## src/rtl/smb_pkg.sv

```systemverilog
`timescale 1ns/1ps
package smb_pkg;
  typedef enum logic [2:0] {
    S_IDLE, S_START, S_RSTART, S_BYTE, S_STOP, S_WAIT, S_LOST
  } seq_e;

  localparam logic [7:0] ST_START   = 8'h08;
  localparam logic [7:0] ST_RSTART  = 8'h10;
  localparam logic [7:0] ST_AW_ACK  = 8'h18;
  localparam logic [7:0] ST_AW_NACK = 8'h20;
  localparam logic [7:0] ST_TX_ACK  = 8'h28;
  localparam logic [7:0] ST_TX_NACK = 8'h30;
  localparam logic [7:0] ST_ARB     = 8'h38;
  localparam logic [7:0] ST_AR_ACK  = 8'h40;
  localparam logic [7:0] ST_AR_NACK = 8'h48;
  localparam logic [7:0] ST_RX_ACK  = 8'h50;
  localparam logic [7:0] ST_RX_NACK = 8'h58;
  localparam logic [7:0] ST_NONE    = 8'hF8;
endpackage

```

## src/rtl/smb_tick_gen.sv

```systemverilog
`timescale 1ns/1ps
module smb_tick_gen #(
  parameter int DIV_W = 8
) (
  input  logic             clk_i,
  input  logic             rst_ni,
  input  logic             en_i,
  input  logic [DIV_W-1:0] div_i,
  output logic             tick_o
);
  logic [DIV_W-1:0] cnt_q;

  assign tick_o = en_i && (cnt_q >= div_i);

  always_ff @(posedge clk_i or negedge rst_ni) begin
    if (!rst_ni)                cnt_q <= '0;
    else if (!en_i || tick_o)   cnt_q <= '0;
    else                        cnt_q <= cnt_q + 1'b1;
  end
endmodule

```

## src/rtl/smb_shifter.sv

```systemverilog
`timescale 1ns/1ps
module smb_shifter #(
  parameter int W = 8
) (
  input  logic         clk_i,
  input  logic         rst_ni,
  input  logic         ld_i,
  input  logic [W-1:0] ld_val_i,
  input  logic         sh_i,
  input  logic         bit_i,
  output logic [W-1:0] q_o
);
  always_ff @(posedge clk_i or negedge rst_ni) begin
    if (!rst_ni)   q_o <= '0;
    else if (ld_i) q_o <= ld_val_i;
    else if (sh_i) q_o <= {q_o[W-2:0], bit_i};
  end
endmodule

```

## src/rtl/smb_byte_ctrl.sv

```systemverilog
`timescale 1ns/1ps
module smb_byte_ctrl
  import smb_pkg::*;
#(
  parameter int DIV_W  = 8,
  parameter int BYTE_W = 8
) (
  input  logic              clk_i,
  input  logic              rst_ni,
  input  logic [DIV_W-1:0]  div_i,
  input  logic              dat_we_i,
  input  logic [BYTE_W-1:0] dat_i,
  output logic [BYTE_W-1:0] dat_o,
  input  logic              ctrl_we_i,
  input  logic              sta_i,
  input  logic              sto_i,
  input  logic              aa_i,
  output logic              si_o,
  output logic [7:0]        status_o,
  output logic              scl_oe_o,
  output logic              sda_oe_o,
  input  logic              sda_i
);
  localparam int CW = $clog2(BYTE_W + 1);
  localparam logic [CW-1:0] ACK_SLOT = CW'(BYTE_W);

  seq_e        state_q;
  logic [1:0]  q_q;
  logic [CW-1:0] bit_q;
  logic        si_q, scl_q, sda_q, rx_q, addr_q, aa_q, pend_q, ack_q;
  logic [7:0]  status_q;
  logic [BYTE_W-1:0] dat_q;
  logic        tick, busy, tx, drv_low, is_addr_slot, dat_ld, dat_sh;
  logic [7:0]  end_code;

  assign busy = (state_q == S_START) || (state_q == S_RSTART) ||
                (state_q == S_BYTE)  || (state_q == S_STOP);
  assign tx           = !rx_q || addr_q;
  assign is_addr_slot = (status_q == ST_START) || (status_q == ST_RSTART);
  assign dat_ld = dat_we_i && (si_q || state_q == S_IDLE);
  assign dat_sh = tick && (state_q == S_BYTE) && (q_q == 2'd2) && (bit_q < ACK_SLOT);

  smb_tick_gen #(.DIV_W(DIV_W)) u_tick (
    .clk_i, .rst_ni, .en_i(busy), .div_i, .tick_o(tick)
  );

  smb_shifter #(.W(BYTE_W)) u_shift (
    .clk_i, .rst_ni, .ld_i(dat_ld), .ld_val_i(dat_i),
    .sh_i(dat_sh), .bit_i(sda_i), .q_o(dat_q)
  );

  // SDA drive for the current bit slot
  always_comb begin
    if (bit_q < ACK_SLOT) drv_low = tx ? !dat_q[BYTE_W-1] : 1'b0;
    else                  drv_low = tx ? 1'b0 : aa_q;
  end

  always_comb begin
    if (addr_q)    end_code = rx_q ? (ack_q ? ST_AR_ACK : ST_AR_NACK)
                                   : (ack_q ? ST_AW_ACK : ST_AW_NACK);
    else if (rx_q) end_code = aa_q ? ST_RX_ACK : ST_RX_NACK;
    else           end_code = ack_q ? ST_TX_ACK : ST_TX_NACK;
  end

  always_ff @(posedge clk_i or negedge rst_ni) begin
    if (!rst_ni) begin
      state_q <= S_IDLE; q_q <= '0; bit_q <= '0;
      si_q <= 1'b0; status_q <= ST_NONE;
      scl_q <= 1'b0; sda_q <= 1'b0;
      rx_q <= 1'b0; addr_q <= 1'b0; aa_q <= 1'b0; pend_q <= 1'b0; ack_q <= 1'b0;
    end else begin
      case (state_q)
        S_IDLE: if (ctrl_we_i && sta_i) begin
          state_q <= S_START; q_q <= '0;
        end
        S_WAIT: if (ctrl_we_i) begin
          si_q <= 1'b0; status_q <= ST_NONE; q_q <= '0; pend_q <= sta_i;
          if (sto_i)      state_q <= S_STOP;
          else if (sta_i) state_q <= S_RSTART;
          else begin
            state_q <= S_BYTE; bit_q <= '0; aa_q <= aa_i; addr_q <= is_addr_slot;
            if (is_addr_slot) rx_q <= dat_q[0];
          end
        end
        S_LOST: if (ctrl_we_i) begin
          si_q <= 1'b0; status_q <= ST_NONE; q_q <= '0;
          state_q <= sta_i ? S_START : S_IDLE;
        end
        default: if (tick) begin
          q_q <= q_q + 2'd1;
          case (state_q)
            S_START: case (q_q)
              2'd0: begin scl_q <= 1'b0; sda_q <= 1'b0; end
              2'd1: sda_q <= 1'b1;
              2'd3: begin
                scl_q <= 1'b1; si_q <= 1'b1; status_q <= ST_START;
                state_q <= S_WAIT; rx_q <= 1'b0;
              end
              default: ;
            endcase
            S_RSTART: case (q_q)
              2'd0: sda_q <= 1'b0;
              2'd1: scl_q <= 1'b0;
              2'd2: sda_q <= 1'b1;
              default: begin
                scl_q <= 1'b1; si_q <= 1'b1; status_q <= ST_RSTART;
                state_q <= S_WAIT; rx_q <= 1'b0;
              end
            endcase
            S_STOP: case (q_q)
              2'd0: sda_q <= 1'b1;
              2'd1: scl_q <= 1'b0;
              2'd2: sda_q <= 1'b0;
              default: begin
                state_q <= pend_q ? S_START : S_IDLE;
                pend_q <= 1'b0; rx_q <= 1'b0;
              end
            endcase
            S_BYTE: case (q_q)
              2'd0: sda_q <= drv_low;
              2'd1: scl_q <= 1'b0;
              2'd2: begin
                if (bit_q < ACK_SLOT) begin
                  if (tx && !sda_q && !sda_i) begin  // lost arbitration
                    state_q <= S_LOST; scl_q <= 1'b0; sda_q <= 1'b0;
                    si_q <= 1'b1; status_q <= ST_ARB; rx_q <= 1'b0;
                  end
                end else begin
                  ack_q <= !sda_i;
                end
              end
              default: begin
                scl_q <= 1'b1;
                if (bit_q == ACK_SLOT) begin
                  si_q <= 1'b1; status_q <= end_code; state_q <= S_WAIT;
                end else begin
                  bit_q <= bit_q + 1'b1;
                end
              end
            endcase
            default: ;
          endcase
        end
      endcase
    end
  end

  assign dat_o    = dat_q;
  assign si_o     = si_q;
  assign status_o = status_q;
  assign scl_oe_o = scl_q;
  assign sda_oe_o = sda_q;
endmodule

```

## config.mk

```make
export PLATFORM = sky130hd
export DESIGN_NAME = smb_byte_ctrl
export DESIGN_NICKNAME = d
export VERILOG_FILES = /design/src/rtl/smb_pkg.sv /design/src/rtl/smb_tick_gen.sv /design/src/rtl/smb_shifter.sv /design/src/rtl/smb_byte_ctrl.sv
export SDC_FILE = /design/constraint.sdc
export NUM_CORES = 1
export LEC_CHECK = 0
export CAP_MARGIN = 20
export CORE_MARGIN = 1
export CORE_UTILIZATION = 55
export DETAILED_ROUTE_END_ITERATION = 10
export GPL_TIMING_DRIVEN = 0
export PLACE_DENSITY = 0.81
export SYNTH_ARGS = -nofsm -noshare
export SYNTH_HDL_FRONTEND = slang
export SYNTH_SLANG_ARGS = --single-unit
export TNS_END_PERCENT = 1
```

## constraint.sdc

```tcl
create_clock -name clk_i -period 3.1 [get_ports clk_i]
set_input_delay 0.93 -clock clk_i [delete_from_list [all_inputs] [get_ports clk_i]]
set_output_delay 0.93 -clock clk_i [all_outputs]
set_load 0.01 [all_outputs]
```

# Yosys cells after proc, flatten, opt, wreduce, memory -nomap -nowiden

Index checks and enable logic that the tools add are counted.

Input bits: 24
Output and inout port bits: 19
Flip-flop bits (word level): 41
Word-level logic and storage cells: 212

Eq/ne operators: 49
Muxes and demuxes: 88
Reductions and logical operators: 50
Bitwise gates (word level): 6
Add/subtract/negate cells: 3
Order comparisons: 2

Operator list:

| operator                                      | count |
|---|---|
| 2-to-1 mux 8 bit                              | 10 |
| 2-to-1 mux 4 bit                              | 9 |
| 2-to-1 mux 3 bit                              | 11 |
| one-hot mux 8 bit (2 select lines)            | 2 |
| 2-to-1 mux 1 bit                              | 27 |
| != test 3 x 1 -> 1 bit, second input constant | 9 |
| one-hot mux 8 bit (3 select lines)            | 1 |
| AND reduction 12 bit                          | 2 |
| 2-to-1 mux 7 bit                              | 3 |
| one-hot mux 1 bit (2 select lines)            | 10 |
| AND reduction 9 bit                           | 2 |
| nonzero test 4 bit                            | 4 |
| != test 2 bit, second input constant          | 7 |
| != test 3 x 2 -> 1 bit, second input constant | 4 |
| != test 6 x 3 -> 1 bit, second input constant | 2 |
| one-hot mux 3 bit (4 select lines)            | 1 |
| != test 2 x 1 -> 1 bit, second input constant | 5 |
| != test 5 x 2 -> 1 bit, second input constant | 2 |
| AND reduction 10 bit                          | 1 |
| AND reduction 5 bit                           | 2 |
| nonzero test 2 bit                            | 5 |
| OR reduction 2 bit                            | 5 |
| equality test 3 bit, second input constant    | 3 |
| one-hot mux 1 bit (3 select lines)            | 3 |
| other kinds (38)                              | 68 |

# Depth between registers and ports, before layout

Depth after elaboration: 10
Gate-level depth with buffers: 9
Depth with buffers taken out: 7

# Hierarchy

From an unflattened synthesis, not the netlist that was laid out.

Cells, all modules: 309
Area, all modules: 2842.7 um^2

Modules (own cells, without submodules):

| module        | cells an instance | instances | seq. area each (um^2) | area an instance (um^2) |
|---|---|---|---|---|
| smb_byte_ctrl | 216               | 1         | 556.8                 | 1891.8 |
| smb_tick_gen  | 59                | 1         | 200.2                 | 578.1 |
| smb_shifter   | 34                | 1         | 200.2                 | 372.9 |

# Least setup slack after synthesis

Ideal clock, no wire load.

Path kind: input-to-reg
Start point: in div_i[0]
End point: reg state_q[0]
Path buffers: 1
Arrival time: 2.590 ns
Data required time: 2.975 ns
Setup slack: 0.385 ns
Stages on the path: 7
Setup time: 0.125 ns
Cell sequence: ha_1 > nand2b_4 > a2111o_1 > a21o_1 > buf_6 > o211ai_4 > mux2_4

Cells in the longest elaborated chain, start to end: 4

RTL lines:

| element                           | line                 | text |
|---|---|---|
| from (decl)                       | smb_byte_ctrl.sv:10  | `input logic [DIV_W-1:0] div_i,` |
| greater-or-equal comparator 8 bit | smb_tick_gen.sv:13   | `assign tick_o = en_i && (cnt_q >= div_i);` |
| logical AND 1 bit                 | smb_tick_gen.sv:13   |  |
| nonzero test 4 bit (no line)      | -                    |  |
| AND reduction 12 bit (no line)    | -                    |  |
| to (signal assigned)              | smb_byte_ctrl.sv:87  | `state_q <= sta_i ? S_START : S_IDLE;` |
| to (signal assigned)              | smb_byte_ctrl.sv:115 | `state_q <= pend_q ? S_START : S_IDLE;` |
| to (decl)                         | smb_byte_ctrl.sv:27  | `seq_e state_q;` |

No other way between the ends.
A chain may end at the register's enable or synchronous reset.

# Worst setup path in the final report

Same ends and word-level chain as after synthesis.

==> metrics.txt <==
grt ovf=0; top cell type by total area after synthesis=dfrtp_1; CP Launch Type=input port; port bufs=39; Final Skew=0.007652 ns; area of the multi-input gates=1697 µm²; Tmin final=2.903 ns; Main synth FF type=dfrtp_1; slew of the pin with the lowest slew margin=0.8821 ns; synth-to-layout area growth=20.77%; Yosys Warn Count=0; sequential share of power=35.8%; io pins=43; worst rel slew slack=41.19%; Power Density=619.1 nW/µm²; CP required=3.29 ns; Mapped Cells=313; top post-synthesis cells by count=dfrtp_1 (33), nand2_1 (25), nand3_1 (23); post-CTS setup buffer count=0; Syn Area/Cell=9.122 µm²; Setup Viol. Count Final=0; Fillers=403; die area=5483 µm²; fin crit share=93.65%; hold buffers post-CTS=0; Chip Height=74.05 µm; global-route wire length before repair=11460 µm; via count of the first global-routing pass=2419; Seq/Total Area, Yosys=33.52%; CP Class=in -> reg; outcome=finished clean; Yosys reg bits=38; clk buf depth=2; initial DRC count=356; LEAKAGE=0.001449 µW; ant diodes=0; maximum VDD drop=0.3926 mV; Die Wd=74.05 µm; CTS Buf Count=5; All-Layer GR Usage=27.48%; critical path's slowest cell=a2111o_1; htree depth=2; clock-pin slew on the worst setup and hold paths=0.08 ns; Initial Util=58.89%; synth top area cells=dfrtp_1 (29%), ha_1 (7.9%), dfstp_2 (4.6%), nand3_1 (4.0%), nand2_1 (3.3%); Design Area, Final=3448 µm²; Gates resized, CTS repair=0; # DRC=0; Net Sw Power=804.2 µW; CTS root buffer=clkbuf_8; DP Area=3332 µm²; combinational share of power=43.2%; Core Box Area=4848 µm²; cell area after synthesis=2855 µm²; HP Class=reg -> reg; Switching Share=37.67%; RSZ-0062 raised after global routing=no; Vias=2605; clock latency on the worst-skew pair=0.30 ns; Vias/cell=6.072; max-cap viol count=0; Clock Sink Count=38; post-route antenna net violation count=0; Worst Setup End Kind=flip-flop; final wirelength=7100 µm; CP Max Fanout=8; initial antenna violation count=0; synth unique cells=72; cell with the most instances after synthesis=dfrtp_1; HPWL after detailed placement=5225 µm; final slew viol count=0; share of the synthesized area in the top cell type=28.92%; Critical Path AT=3.09 ns; CTS tree=done; Final Net Count=403; total area of sequential cells=957.2 µm²; CP max stage delay=0.48 ns; final RePlAce weighted congestion=0.9208; drt pass-1 iters=5; largest net degree at the start of global routing=39; layout cells sized above 1=13.81%; EDFF count, synth=0; Hold Vio Cnt, Final=0; Power Internal=1331 µW; crit-path cells=clkdlybuf4s50_1, ha_1, nand2b_4, a2111o_1, a21o_1, buf_6, o211ai_4, mux2_4; asr flop ratio synth=100.0%; setup_tns=0 ns; fmax=0.3445 GHz; wire length per cell=16.55 µm; # rows=25; Clock Power Share=21.0%
[placed cells by master, fill, tap and decap left out, drive strengths merged, types with 8 or more instances in the layout]
cell type	count
xor2	8
a31oi	9
a21oi	14
nand3	24
clkbuf	10
nand2	27
nand4	8
nor2	17
inv	22
clkdlybuf4s50	38
dfrtp	33
buf	17
nor3	10
ha	18
o211ai	9
o21ai	15
[stage by stage]
step                      utilization [%]  power [µW]  hold WS [ns]  instances  setup slack [ns]
after floorplan                         -        1336        0.4812        315            0.3846
after global placement              68.83        1659        0.4777        421           -0.1047
after detailed placement            68.72        1681        0.4849        421           -0.1134
after CTS                           71.12        2130        0.5026        429            0.1908
after global routing                71.12        2258        0.5258        429           0.09344
final                               71.12        2135        0.4973        429            0.1970
[final timing paths]
check / start / to / slack (ns) / cells past startpoint
min: scl_oe_o$_DFFE_PN0P_ / scl_oe_o$_DFFE_PN0P_ / 0.50 / 1
max in group asynchronous: rst_ni / si_o$_DFFE_PN0P_ / 1.80 / 1
max reg2reg: u_tick.cnt_q[0]$_DFF_PN0_ / state_q[0]$_DFFE_PN0P_ / 0.75 / 8
min reg2reg: scl_oe_o$_DFFE_PN0P_ / scl_oe_o$_DFFE_PN0P_ / 0.50 / 1
min in group asynchronous: rst_ni / state_q[0]$_DFFE_PN0P_ / 0.75 / 1
max: div_i[0] / state_q[0]$_DFFE_PN0P_ / 0.20 / 8
[registers in the layout (all words and copies together) (netlist names)]
| name | cells |
|---|---|
| q_q | 2 |
| state_q | 3 |
| scl_oe_o | 1 |
| status_o | 5 |
| addr_q | 1 |
| u_shift.q_o | 8 |
| si_o | 1 |
| rx_q | 1 |
| bit_q | 4 |
| sda_oe_o | 1 |
| u_tick.cnt_q | 8 |
| pend_q | 1 |
| ack_q | 1 |
| aa_q | 1 |
[critical path, delay by kind of cell]
family / cells / cell delay [ns]
AO/OA/AOI/OAI: 3 / 0.89
buffers and inverters: 2 / 0.54
multiplexers: 1 / 0.31
adder cells (fa/ha/maj): 1 / 0.29
AND/OR/NAND/NOR: 1 / 0.13
[cell families (layout without fill, tap and decap cells)]
kind of cell | Yosys count | count (layout) | share of synthesized area [%]
AO/OA/AOI/OAI | 84 | 84 | 22.17
XOR/XNOR | 10 | 10 | 3.593
adder cells (fa/ha/maj) | 19 | 19 | 8.282
buffers and inverters | 41 | 88 | 7.318
flip-flops | 38 | 38 | 33.52
multiplexers | 6 | 6 | 2.410
other | 1 | 3 | 0.1313
AND/OR/NAND/NOR | 114 | 114 | 22.57
[cell type report]
| class | instances | share of cell area, % |
|---|---|---|
| tap | 67 | 2.431 |
| clock buffer | 7 | 2.504 |
| inverter | 22 | 2.395 |
| clock inverter | 1 | 0.8708 |
| sequential | 38 | 27.76 |
| timing repair buffer | 39 | 11.18 |
| buffer | 19 | 3.665 |
| multi-input combinational | 236 | 49.20 |
[metal layers]
metal,track usage [%],wire length [µm],vias to the layer above
li1,-,-,1236
met1,36.51,3078,1238
met2,44.24,3386,119
met3,5.420,523,12
met4,10.68,112,0
met5,0,0,-
[power groups by stage]
| stage | logic (µW) | registers, µW | clock network (µW) |
|---|---|---|---|
| 6_report | 923 | 763 | 449 |
| 5_1_grt | 1000 | 783 | 472 |
| 4_1_cts | 914 | 764 | 452 |
| 3_5_place_dp | 908 | 773 | 0 |
| 3_3_place_gp | 892 | 768 | 0 |
| 2_1_floorplan | 565 | 770 | 0 |
Note: power is estimated with default switching activity, not from simulation.
